$ cat src/rtl/card_fifo_pkg.sv
package card_fifo_pkg;
  // Access width codes on bus_size.
  typedef enum logic [1:0] {
    ACC_BYTE = 2'd0,
    ACC_HALF = 2'd1,
    ACC_WORD = 2'd2,
    ACC_WIDE = 2'd3
  } acc_size_e;

  // Number of bytes moved by an access, limited to the lane count.
  function automatic int acc_bytes(input logic [1:0] sz, input int lanes);
    int n;
    case (acc_size_e'(sz))
      ACC_BYTE: n = 1;
      ACC_HALF: n = 2;
      default:  n = 4;
    endcase
    return (n > lanes) ? lanes : n;
  endfunction
endpackage

$ cat src/rtl/cfifo_bytes.sv
module cfifo_bytes #(
  parameter int DEPTH = 32,
  parameter int LANES = 4,
  localparam int AW = $clog2(DEPTH),
  localparam int LW = AW + 1,
  localparam int CW = $clog2(LANES + 1)
) (
  input  logic                  clk,
  input  logic                  rst,
  input  logic                  clr,
  input  logic                  flip,
  input  logic [CW-1:0]         push_req,
  input  logic [LANES-1:0][7:0] push_byte,
  input  logic [CW-1:0]         pop_req,
  output logic [CW-1:0]         push_cnt,
  output logic [CW-1:0]         pop_cnt,
  output logic [LW-1:0]         lvl,
  output logic [LANES-1:0][7:0] peek
);
  logic [7:0]    mem [DEPTH];
  logic [AW-1:0] rd_ptr;
  logic [LW-1:0] space, push_w, pop_w;
  logic [AW-1:0] wr_base;

  always_comb begin
    space   = LW'(DEPTH) - lvl;
    push_w  = (LW'(push_req) > space) ? space : LW'(push_req);
    pop_w   = (LW'(pop_req) > lvl) ? lvl : LW'(pop_req);
    wr_base = rd_ptr + lvl[AW-1:0];
  end

  assign push_cnt = CW'(push_w);
  assign pop_cnt  = CW'(pop_w);

  // Storage: several lanes may be written in one cycle.
  always_ff @(posedge clk) begin
    for (int k = 0; k < LANES; k++) begin
      if (LW'(k) < push_w) mem[wr_base + AW'(k)] <= push_byte[k];
    end
  end

  for (genvar g = 0; g < LANES; g++) begin : g_peek
    assign peek[g] = mem[rd_ptr + AW'(g)];
  end

  always_ff @(posedge clk) begin
    if (rst || clr) begin
      rd_ptr <= '0;
      lvl    <= '0;
    end else if (flip) begin
      rd_ptr <= rd_ptr ^ AW'(DEPTH / 2);
      lvl    <= '0;
    end else begin
      rd_ptr <= rd_ptr + pop_w[AW-1:0];
      lvl    <= lvl + push_w - pop_w;
    end
  end
endmodule

$ cat src/rtl/cxfer_ctrl.sv
module cxfer_ctrl #(
  parameter int CNT_W = 16
) (
  input  logic             clk,
  input  logic             rst,
  input  logic             start,
  input  logic             start_write,
  input  logic [CNT_W-1:0] start_count,
  input  logic             moved,
  input  logic             tx_dry,
  input  logic             bus_wr,
  input  logic             bus_rd,
  output logic             active,
  output logic             xfer_dir,
  output logic             rem_nz,
  output logic             tx_req,
  output logic             rx_req,
  output logic             done,
  output logic             prog_done
);
  logic [CNT_W-1:0] rem, rem_next;

  assign rem_nz   = (rem != '0);
  assign rem_next = rem - CNT_W'(moved);

  always_ff @(posedge clk) begin
    if (rst) begin
      active <= 1'b0; xfer_dir <= 1'b0; rem <= '0;
      done <= 1'b0; prog_done <= 1'b0; tx_req <= 1'b0; rx_req <= 1'b0;
    end else if (start) begin
      active <= 1'b1; xfer_dir <= start_write; rem <= start_count;
      done <= 1'b0; prog_done <= 1'b0; tx_req <= 1'b0; rx_req <= 1'b0;
    end else begin
      if (active) begin
        if (!rem_nz) begin
          active <= 1'b0;
          done   <= 1'b1;
          if (xfer_dir) prog_done <= 1'b1;
        end else begin
          rem <= rem_next;
        end
      end
      if (active && xfer_dir && rem_nz && (rem_next != '0) && tx_dry) tx_req <= 1'b1;
      else if (bus_wr) tx_req <= 1'b0;
      if (active && !xfer_dir && moved) rx_req <= 1'b1;
      else if (bus_rd) rx_req <= 1'b0;
    end
  end
endmodule

$ cat src/rtl/card_data_fifo.sv
module card_data_fifo
  import card_fifo_pkg::*;
#(
  parameter int DEPTH = 32,
  parameter int LANES = 4,
  parameter int CNT_W = 16,
  localparam int BW = 8 * LANES
) (
  input  logic             clk,
  input  logic             rst,
  input  logic             start,
  input  logic             start_write,
  input  logic [CNT_W-1:0] start_count,
  input  logic             flush,
  input  logic             bus_wr,
  input  logic             bus_rd,
  input  logic [1:0]       bus_size,
  input  logic [BW-1:0]    bus_wdata,
  output logic [BW-1:0]    bus_rdata,
  output logic [7:0]       tx_data,
  output logic             tx_valid,
  input  logic             tx_ready,
  input  logic [7:0]       rx_data,
  input  logic             rx_valid,
  output logic             rx_ready,
  output logic             tx_req,
  output logic             rx_req,
  output logic             active,
  output logic             done,
  output logic             prog_done
);
  localparam int AW = $clog2(DEPTH);
  localparam int LW = AW + 1;
  localparam int CW = $clog2(LANES + 1);

  logic [LW-1:0]         tx_lvl, rx_lvl;
  logic [CW-1:0]         tx_push_req, tx_pop_req, rx_push_req, rx_pop_req;
  logic [CW-1:0]         tx_push_cnt, tx_pop_cnt, rx_push_cnt, rx_pop_cnt;
  logic [LANES-1:0][7:0] tx_in, rx_in, tx_peek, rx_peek;
  logic [BW-1:0]         rd_word;
  logic                  xfer_dir, rem_nz, moved, tx_dry;
  int                    nbytes;

  assign nbytes = acc_bytes(bus_size, LANES);

  // Most significant lane of the access enters first.
  always_comb begin
    tx_in = '0;
    for (int k = 0; k < LANES; k++) begin
      if (k < nbytes) tx_in[k] = bus_wdata[8*(nbytes-1-k) +: 8];
    end
    rx_in    = '0;
    rx_in[0] = rx_data;
  end

  assign tx_valid    = active && xfer_dir && rem_nz && (tx_lvl != '0);
  assign rx_ready    = active && !xfer_dir && rem_nz && (rx_lvl < LW'(DEPTH));
  assign tx_data     = tx_peek[0];
  assign moved       = (tx_valid && tx_ready) || (rx_valid && rx_ready);
  assign tx_push_req = bus_wr ? CW'(nbytes) : '0;
  assign tx_pop_req  = CW'(tx_valid && tx_ready);
  assign rx_push_req = CW'(rx_valid && rx_ready);
  assign rx_pop_req  = bus_rd ? CW'(nbytes) : '0;
  assign tx_dry      = (tx_lvl + LW'(tx_push_cnt) - LW'(tx_pop_cnt)) == '0;

  cfifo_bytes #(.DEPTH(DEPTH), .LANES(LANES)) u_txq (
    .clk(clk), .rst(rst), .clr(start), .flip(flush),
    .push_req(tx_push_req), .push_byte(tx_in), .pop_req(tx_pop_req),
    .push_cnt(tx_push_cnt), .pop_cnt(tx_pop_cnt), .lvl(tx_lvl), .peek(tx_peek)
  );

  cfifo_bytes #(.DEPTH(DEPTH), .LANES(LANES)) u_rxq (
    .clk(clk), .rst(rst), .clr(start), .flip(1'b0),
    .push_req(rx_push_req), .push_byte(rx_in), .pop_req(rx_pop_req),
    .push_cnt(rx_push_cnt), .pop_cnt(rx_pop_cnt), .lvl(rx_lvl), .peek(rx_peek)
  );

  cxfer_ctrl #(.CNT_W(CNT_W)) u_ctl (
    .clk(clk), .rst(rst), .start(start), .start_write(start_write),
    .start_count(start_count), .moved(moved), .tx_dry(tx_dry),
    .bus_wr(bus_wr), .bus_rd(bus_rd), .active(active), .xfer_dir(xfer_dir),
    .rem_nz(rem_nz), .tx_req(tx_req), .rx_req(rx_req), .done(done),
    .prog_done(prog_done)
  );

  // First popped byte lands in the most significant lane of the access.
  always_comb begin
    rd_word = '0;
    for (int k = 0; k < LANES; k++) begin
      if (k < int'(rx_pop_cnt)) rd_word[8*(nbytes-1-k) +: 8] = rx_peek[k];
    end
  end

  always_ff @(posedge clk) begin
    if (rst)         bus_rdata <= '0;
    else if (bus_rd) bus_rdata <= rd_word;
  end

  logic unused_sig;
  assign unused_sig = ^{tx_peek[LANES-1:1], rx_push_cnt};
endmodule

$ cat config.mk
export PLATFORM = sky130hd
export DESIGN_NAME = card_data_fifo
export DESIGN_NICKNAME = d
export VERILOG_FILES = /design/src/rtl/card_fifo_pkg.sv /design/src/rtl/cfifo_bytes.sv /design/src/rtl/cxfer_ctrl.sv /design/src/rtl/card_data_fifo.sv
export SDC_FILE = /design/constraint.sdc
export NUM_CORES = 2
export LEC_CHECK = 0
export CAP_MARGIN = 25
export CELL_PAD_IN_SITES_DETAIL_PLACEMENT = 0
export CELL_PAD_IN_SITES_GLOBAL_PLACEMENT = 1
export CORE_ASPECT_RATIO = 1.4
export CORE_MARGIN = 4
export CORE_UTILIZATION = 35
export CTS_CLUSTER_DIAMETER = 40
export DETAILED_ROUTE_END_ITERATION = 12
export DONT_BUFFER_PORTS = 1
export PLACE_DENSITY_LB_ADDON = 0.1
export SYNTH_ARGS = -nofsm -noshare
export SYNTH_HDL_FRONTEND = slang
export SYNTH_SLANG_ARGS = --single-unit
$ cat constraint.sdc
create_clock -name clk -period 7.2 [get_ports clk]
set_input_delay 1.44 -clock clk [delete_from_list [all_inputs] [get_ports clk]]
set_output_delay 1.44 -clock clk [all_outputs]
set_load 0.1 [all_outputs]
[After elaboration in Yosys (flattened, before gate mapping)]
Memories as Yosys holds them, arrays and structs flattened. A register that Yosys moved wholly into a read port is not among the register bits.
Index checks and enable logic that the tools add are counted.
Operators by class
  add/subtract/negate cells: 30
  order comparisons: 22
  equal/unequal tests: 1
  shift-type cells: 12
  mux-type cells: 56
  bitwise operators: 3
  reduce and logical (&&, ||, !) cells: 31
Operators with widths (count)
  $neg 32->33: 4
  $shift 8x33->32 const A: 4
  $shiftx 8x33->32: 4
  $mux 32: 4
  $shiftx 32x32->8: 4
  $bwmux 32: 3
  $sub 29x2->29 const B: 2
  $sub 29x3->29 const B: 2
  $mux 8: 7
  $mux 16: 3
  $and 32x32->32: 1
  $gt 32x4->1 const B: 1
  $reduce_bool 16->1: 2
  $add 5x2->5 const B: 6
  $mux 1: 26
  $mux 5: 5
  $lt 1x6->1 const A: 4
  $lt 2x6->1 const A: 4
  $mux 6: 4
  $reduce_or 8->1: 3
  $add 5x5->5: 4
  $sub 16x1->16: 1
  $add 5x1->5 const B: 3
  $add 6x6->6: 2
  other kinds (23): 52
Word-level totals
  register bits: 76
  bits in writable memories: 512
  input port bits: 67
  output and inout port bits: 47
  word-level logic and storage cells: 170
  memories: 2
Memory list
  u_rxq.mem: depth 32, width 8, rd ports 4, clocked after memory_dff 1, write ports 1, line cfifo_bytes.sv:20  | logic [7:0] mem [DEPTH];
  u_txq.mem: depth 32, width 8, rd ports 1, clocked after memory_dff 0, write ports 4, line cfifo_bytes.sv:20

[Logic depth before layout (Yosys ltp)]
  depth after elaboration: 15
  depth in mapped cells: 24
  mapped depth without buffers: 23

[By module]
A second synthesis with hierarchy kept.
Second synthesis, totals
  cell total of the unflattened synthesis: 4698
  area total of the unflattened synthesis: 54329.6 sq um
Modules (own cells, without submodules)
  cfifo_bytes: times used 2, cells an instance 2117, area an instance 25304.3 sq um, sequential area each 7907.6 sq um
  card_data_fifo: times used 1, cells an instance 293, area an instance 2356.0 sq um, sequential area each 640.6 sq um
  cxfer_ctrl: times used 1, cells an instance 171, area an instance 1365.1 sq um, sequential area each 440.4 sq um

[Worst setup path before layout]
No wires, ideal clock.
  kind: in2reg
  from: input port bus_size[0]
  to: register u_ctl.tx_req
  library setup time: 0.070 ns
  data arrival time: 6.316 ns
  data required time: 7.130 ns
  path slack: 0.814 ns
  stages: 22
  buffers on the path: 4
  cell sequence: clkbuf_1 or2_2 clkbuf_1 buf_1 ha_1 clkbuf_1 nand2_1 inv_1 ha_1 a32oi_1 nand3_1 o21bai_4 inv_2 fa_1 inv_1 ha_1 nor2b_1 o21ai_0 a32oi_1 nor4_1 o21ai_0 a21oi_1
Between the ends
  word-level cells in the longest chain between the ends: 12
  elaborated cells between the ends (all ways): 14
  those cells by class: 2 x add/sub; 2 x order compare; 1 x eq/ne; 5 x mux; 4 x reduce/logical
Ends and longest elaborated chain
  start: declaration: line card_data_fifo.sv:17  | input logic [1:0] bus_size,
  $eq 2x1->1 or $logic_not 2->1 (tied branches): line card_fifo_pkg.sv:13  | case (acc_size_e'(sz))
  $pmux 3 s2 (*): line card_fifo_pkg.sv:13
  $gt 32x4->1: line card_fifo_pkg.sv:18  | return (n > lanes) ? lanes : n;
  $mux 3 (*): line card_fifo_pkg.sv:18
  $mux 3 (*): line card_data_fifo.sv:60  | assign tx_push_req = bus_wr ? CW'(nbytes) : '0;
  $gt 3x6->1: line cfifo_bytes.sv:27  | push_w = (LW'(push_req) > space) ? space : LW'(push_req);
  $mux 6 (*): line cfifo_bytes.sv:27
  $add 6x3->6 (*): line card_data_fifo.sv:64  | assign tx_dry = (tx_lvl + LW'(tx_push_cnt) - LW'(tx_pop_cnt)) == '0;
  $sub 6x3->6 (*): line card_data_fifo.sv:64
  $logic_not 6->1 (*): line card_data_fifo.sv:64
  $logic_and 1x1->1 (*): line cxfer_ctrl.sv:43  | if (active && xfer_dir && rem_nz && (rem_next != '0) && tx_dry) tx_req <= 1'b1;
  $mux 1 or $reduce_bool 2->1 (tied branches)
  end signal: assignment: line cxfer_ctrl.sv:32  | done <= 1'b0; prog_done <= 1'b0; tx_req <= 1'b0; rx_req <= 1'b0;
  end signal: assignment: line cxfer_ctrl.sv:43
  end signal: assignment: line cxfer_ctrl.sv:44  | else if (bus_wr) tx_req <= 1'b0;
  end: declaration: line cxfer_ctrl.sv:16  | output logic tx_req,
Every way passes the cells marked *; elsewhere a longest branch is shown, timed or not.
A chain may end at the register's enable or synchronous reset.

==> metrics.txt <==
die area 0.125 mm^2; R2R depth 11; RSZ-0062 raised after global routing no; Hold Crit Class reg -> reg; Core Region approximately 0.12 mm^2; Top Ports between 100 and 150; layout cells sized above 1 between 20% and 30%; initial core utilization between 30% and 40%; DRT Pass-1 Iters 7; initial antenna violation count 18; Syn-to-layout area delta 14.7%; FILL cells roughly 11000; Port Buf Inserts 0; GRT Overall Usage roughly 34%; post-CTS sizing 0; post-synthesis sequential area ratio about two fifths; Yosys top cell by area edfxtp_1; Leak between 15 and 20 nW; Netlist Area Pre-Place around 0.042 mm^2; first-pass GRT wire length 295000 um; Die Y approximately 420 um; Setup TNS Final 0 ns; via count approximately 37000; Mapped Cells ~3700; hold_buf cts 0; Power Total approximately 12 mW; maximum vdd ir drop just under 0.0002 V; reg2reg end u_txq.mem[13][2]; Synth Flop Type edfxtp_1; asr flop ratio synth 0%; CTS tree built; routed wire length between 200000 and 250000 um; Critical Path Source Type flip-flop; fin crit share a little over four fifths; reg-to-reg startpoint u_txq.rd_ptr[1]; hold path depth 2; root buffer cell clkbuf_16; required time of the critical path between 7 and 8 ns; Worst Min Path Start bus_rdata[21]; Syn Area/Cell 11.2 um^2; status completed; Max transition margin approximately 20%; post-synth cell types 96; worst skew pair latency between 0.7 and 0.8 ns; clock slew at reported path FFs 0.05 ns; Routed WL per cell slightly above 40 um; Fin Hold WS approximately 0.55 ns; number of synthesized register bits 588; clk_skew about 0.042 ns; worst-margin pin slew roughly 1.2 ns; buffer count from post-CTS setup fixing 0; DRT iter0 DRCs between 4000 and 5000; number of H-tree levels 3; fin. max-slew vios 0; Longest Clk Path Bufs 3; Crit Path Category reg -> reg; Post-Layout Cell Count approximately 5400; min Tclk post-route between 6 and 7 ns; Core Rows around 150; critical path endpoint category flip-flop; Vias/cell between 6 and 7; GPL Wtd Cong around 1.1; die width about 300 um; total clock sinks 588; cts bufs inserted 92; top cell type's share of synthesized area between 30 and 40%; Hold Violations, Final 0; Hold Path End bus_rdata[21]; FF-to-FF setup slack between 1 and 1.5 ns; maximum operating frequency 166 MHz; Crit path arrival time between 6 and 7 ns; dpl cells 5177; largest net degree at the start of global routing 109; PwrDens between 200 and 300 mW/mm^2; Final ANT Viol Nets 0; # nets final 3828; # Max-Cap Violations 0; dpl hpwl between 150000 and 200000 um; CP max FO 37; vias in the first global route approximately 36000; EDFF count, synth 512; Residual DRC 0; synth warn 0; total gr overflow 0; top cells by area, synth edfxtp_1 (37%), mux4_2 (18%), mux2i_1 (5.5%); Setup Viol. Count Final 0
cells in the mapped netlist, types with 36 or more instances:
cell	count
nand3_1	75
a21oi_1	284
nor3_1	136
a221oi_1	81
buf_1	56
buf_2	64
nor2_1	265
mux2i_1	230
edfxtp_1	512
nand2_1	256
o21ai_0	164
mux4_2	324
o22ai_1	119
o211ai_1	51
inv_1	70
a211oi_1	64
clkbuf_1	219
ha_1	53
mux2_2	42
dfxtp_1	76
and2_1	36
metrics by stage:
stage          worst slack, ns  area (um^2)  util, %
3_5_place_dp             0.886        44500     37.7
4_1_cts                   1.21        47700     40.4
6_report                  1.17        47800     40.5
5_1_grt                  0.943        47800     40.5
2_1_floorplan            0.814        41700        -
3_3_place_gp             0.853        44200     37.4
routing by layer:
layer / wire [um] / global-route usage, % / share of wire, %
met4: 22500 / 28.0 / 10
met5: 84 / 0 / 0.039
met3: 20900 / 9.39 / 9.6
met2: 104000 / 56.4 / 48
met1: 70200 / 36.0 / 32
worst max-delay path, cell delays in order, from the launching register on:
cell,delay [ns]
dfxtp_4,0.70
inv_1,0.21
fa_1,0.46
xor2_1,0.23
inv_2,0.27
ha_1,0.29
a21oi_1,0.56
xnor3_1,0.51
nor3_2,1.00
nand2_1,0.46
and2_1,0.43
o211ai_1,0.52
final cells by class:
class                           count  area [um^2]  area share (%)
Clock buffer                       96         2330            4.87
Inverter                           74          278           0.581
Sequential cell                   588        16900            35.4
Antenna cell                       13         32.5          0.0680
Multi-Input combinational cell   2733        23700            49.5
Tap cell                         1585         1980            4.15
Clock inverter                     77          903            1.89
Timing Repair Buffer              205         1730            3.61
worst max path at each step:
stage | depth (start not counted) | startpoint | to | slack, ns
floorplan | 22 | bus_size[0] | u_ctl.tx_req | 0.81
global placement | 20 | bus_size[1] | u_ctl.tx_req | 0.85
detailed placement | 20 | bus_size[1] | u_ctl.tx_req | 0.89
CTS | 11 | u_txq.rd_ptr[1] | u_txq.mem[13][2] | 1.21
global route | 20 | u_txq.lvl[0] | u_ctl.tx_req | 0.94
finish | 11 | u_txq.rd_ptr[1] | u_txq.mem[13][2] | 1.17
cells in the final DEF, fill, tap and decap left out, types with 75 or more instances in the layout:
cell       netlist  final
edfxtp_1       512    512
mux4_2         324    324
a21oi_1        284    284
nor2_1         265    264
nand2_1        256    252
mux2i_1        230    230
buf_4            0    180
o21ai_0        164    152
o22ai_1        119    119
nor3_1         136    107
clkbuf_16        0     92
a221oi_1        81     81
nand3_1         75     75
state kept, by name, summed over array words and instances (netlist names):
signal,flops
u_ctl.rx_req,1
u_ctl.tx_req,1
u_txq.rd_ptr,5
u_rxq.rd_ptr,5
u_ctl.prog_done,1
bus_rdata,32
u_rxq.mem,256
u_ctl.done,1
u_ctl.active,1
u_txq.lvl,6
u_ctl.xfer_dir,1
u_txq.mem,256
u_rxq.lvl,6
u_ctl.rem,16
cells by family (layout without fill, tap and decap cells):
kind of cell    count (synthesis)  in the layout  synth area share (%)
other cells                     2             29                0.0180
buf+inv                       420            452                  4.01
flops                         588            588                  40.5
xor+xnor                       68             68                  1.63
simple gates                  913            913                  10.2
mux                           596            596                  24.2
compound gates               1073           1073                  17.2
fa+ha+maj                      67             67                  2.26
where the power goes:
group          switching [mW]  internal, mW
clock                    1.94          2.71
sequential              0.205          3.91
combinational            2.51          1.18
Power figures use the tool's default switching activity.
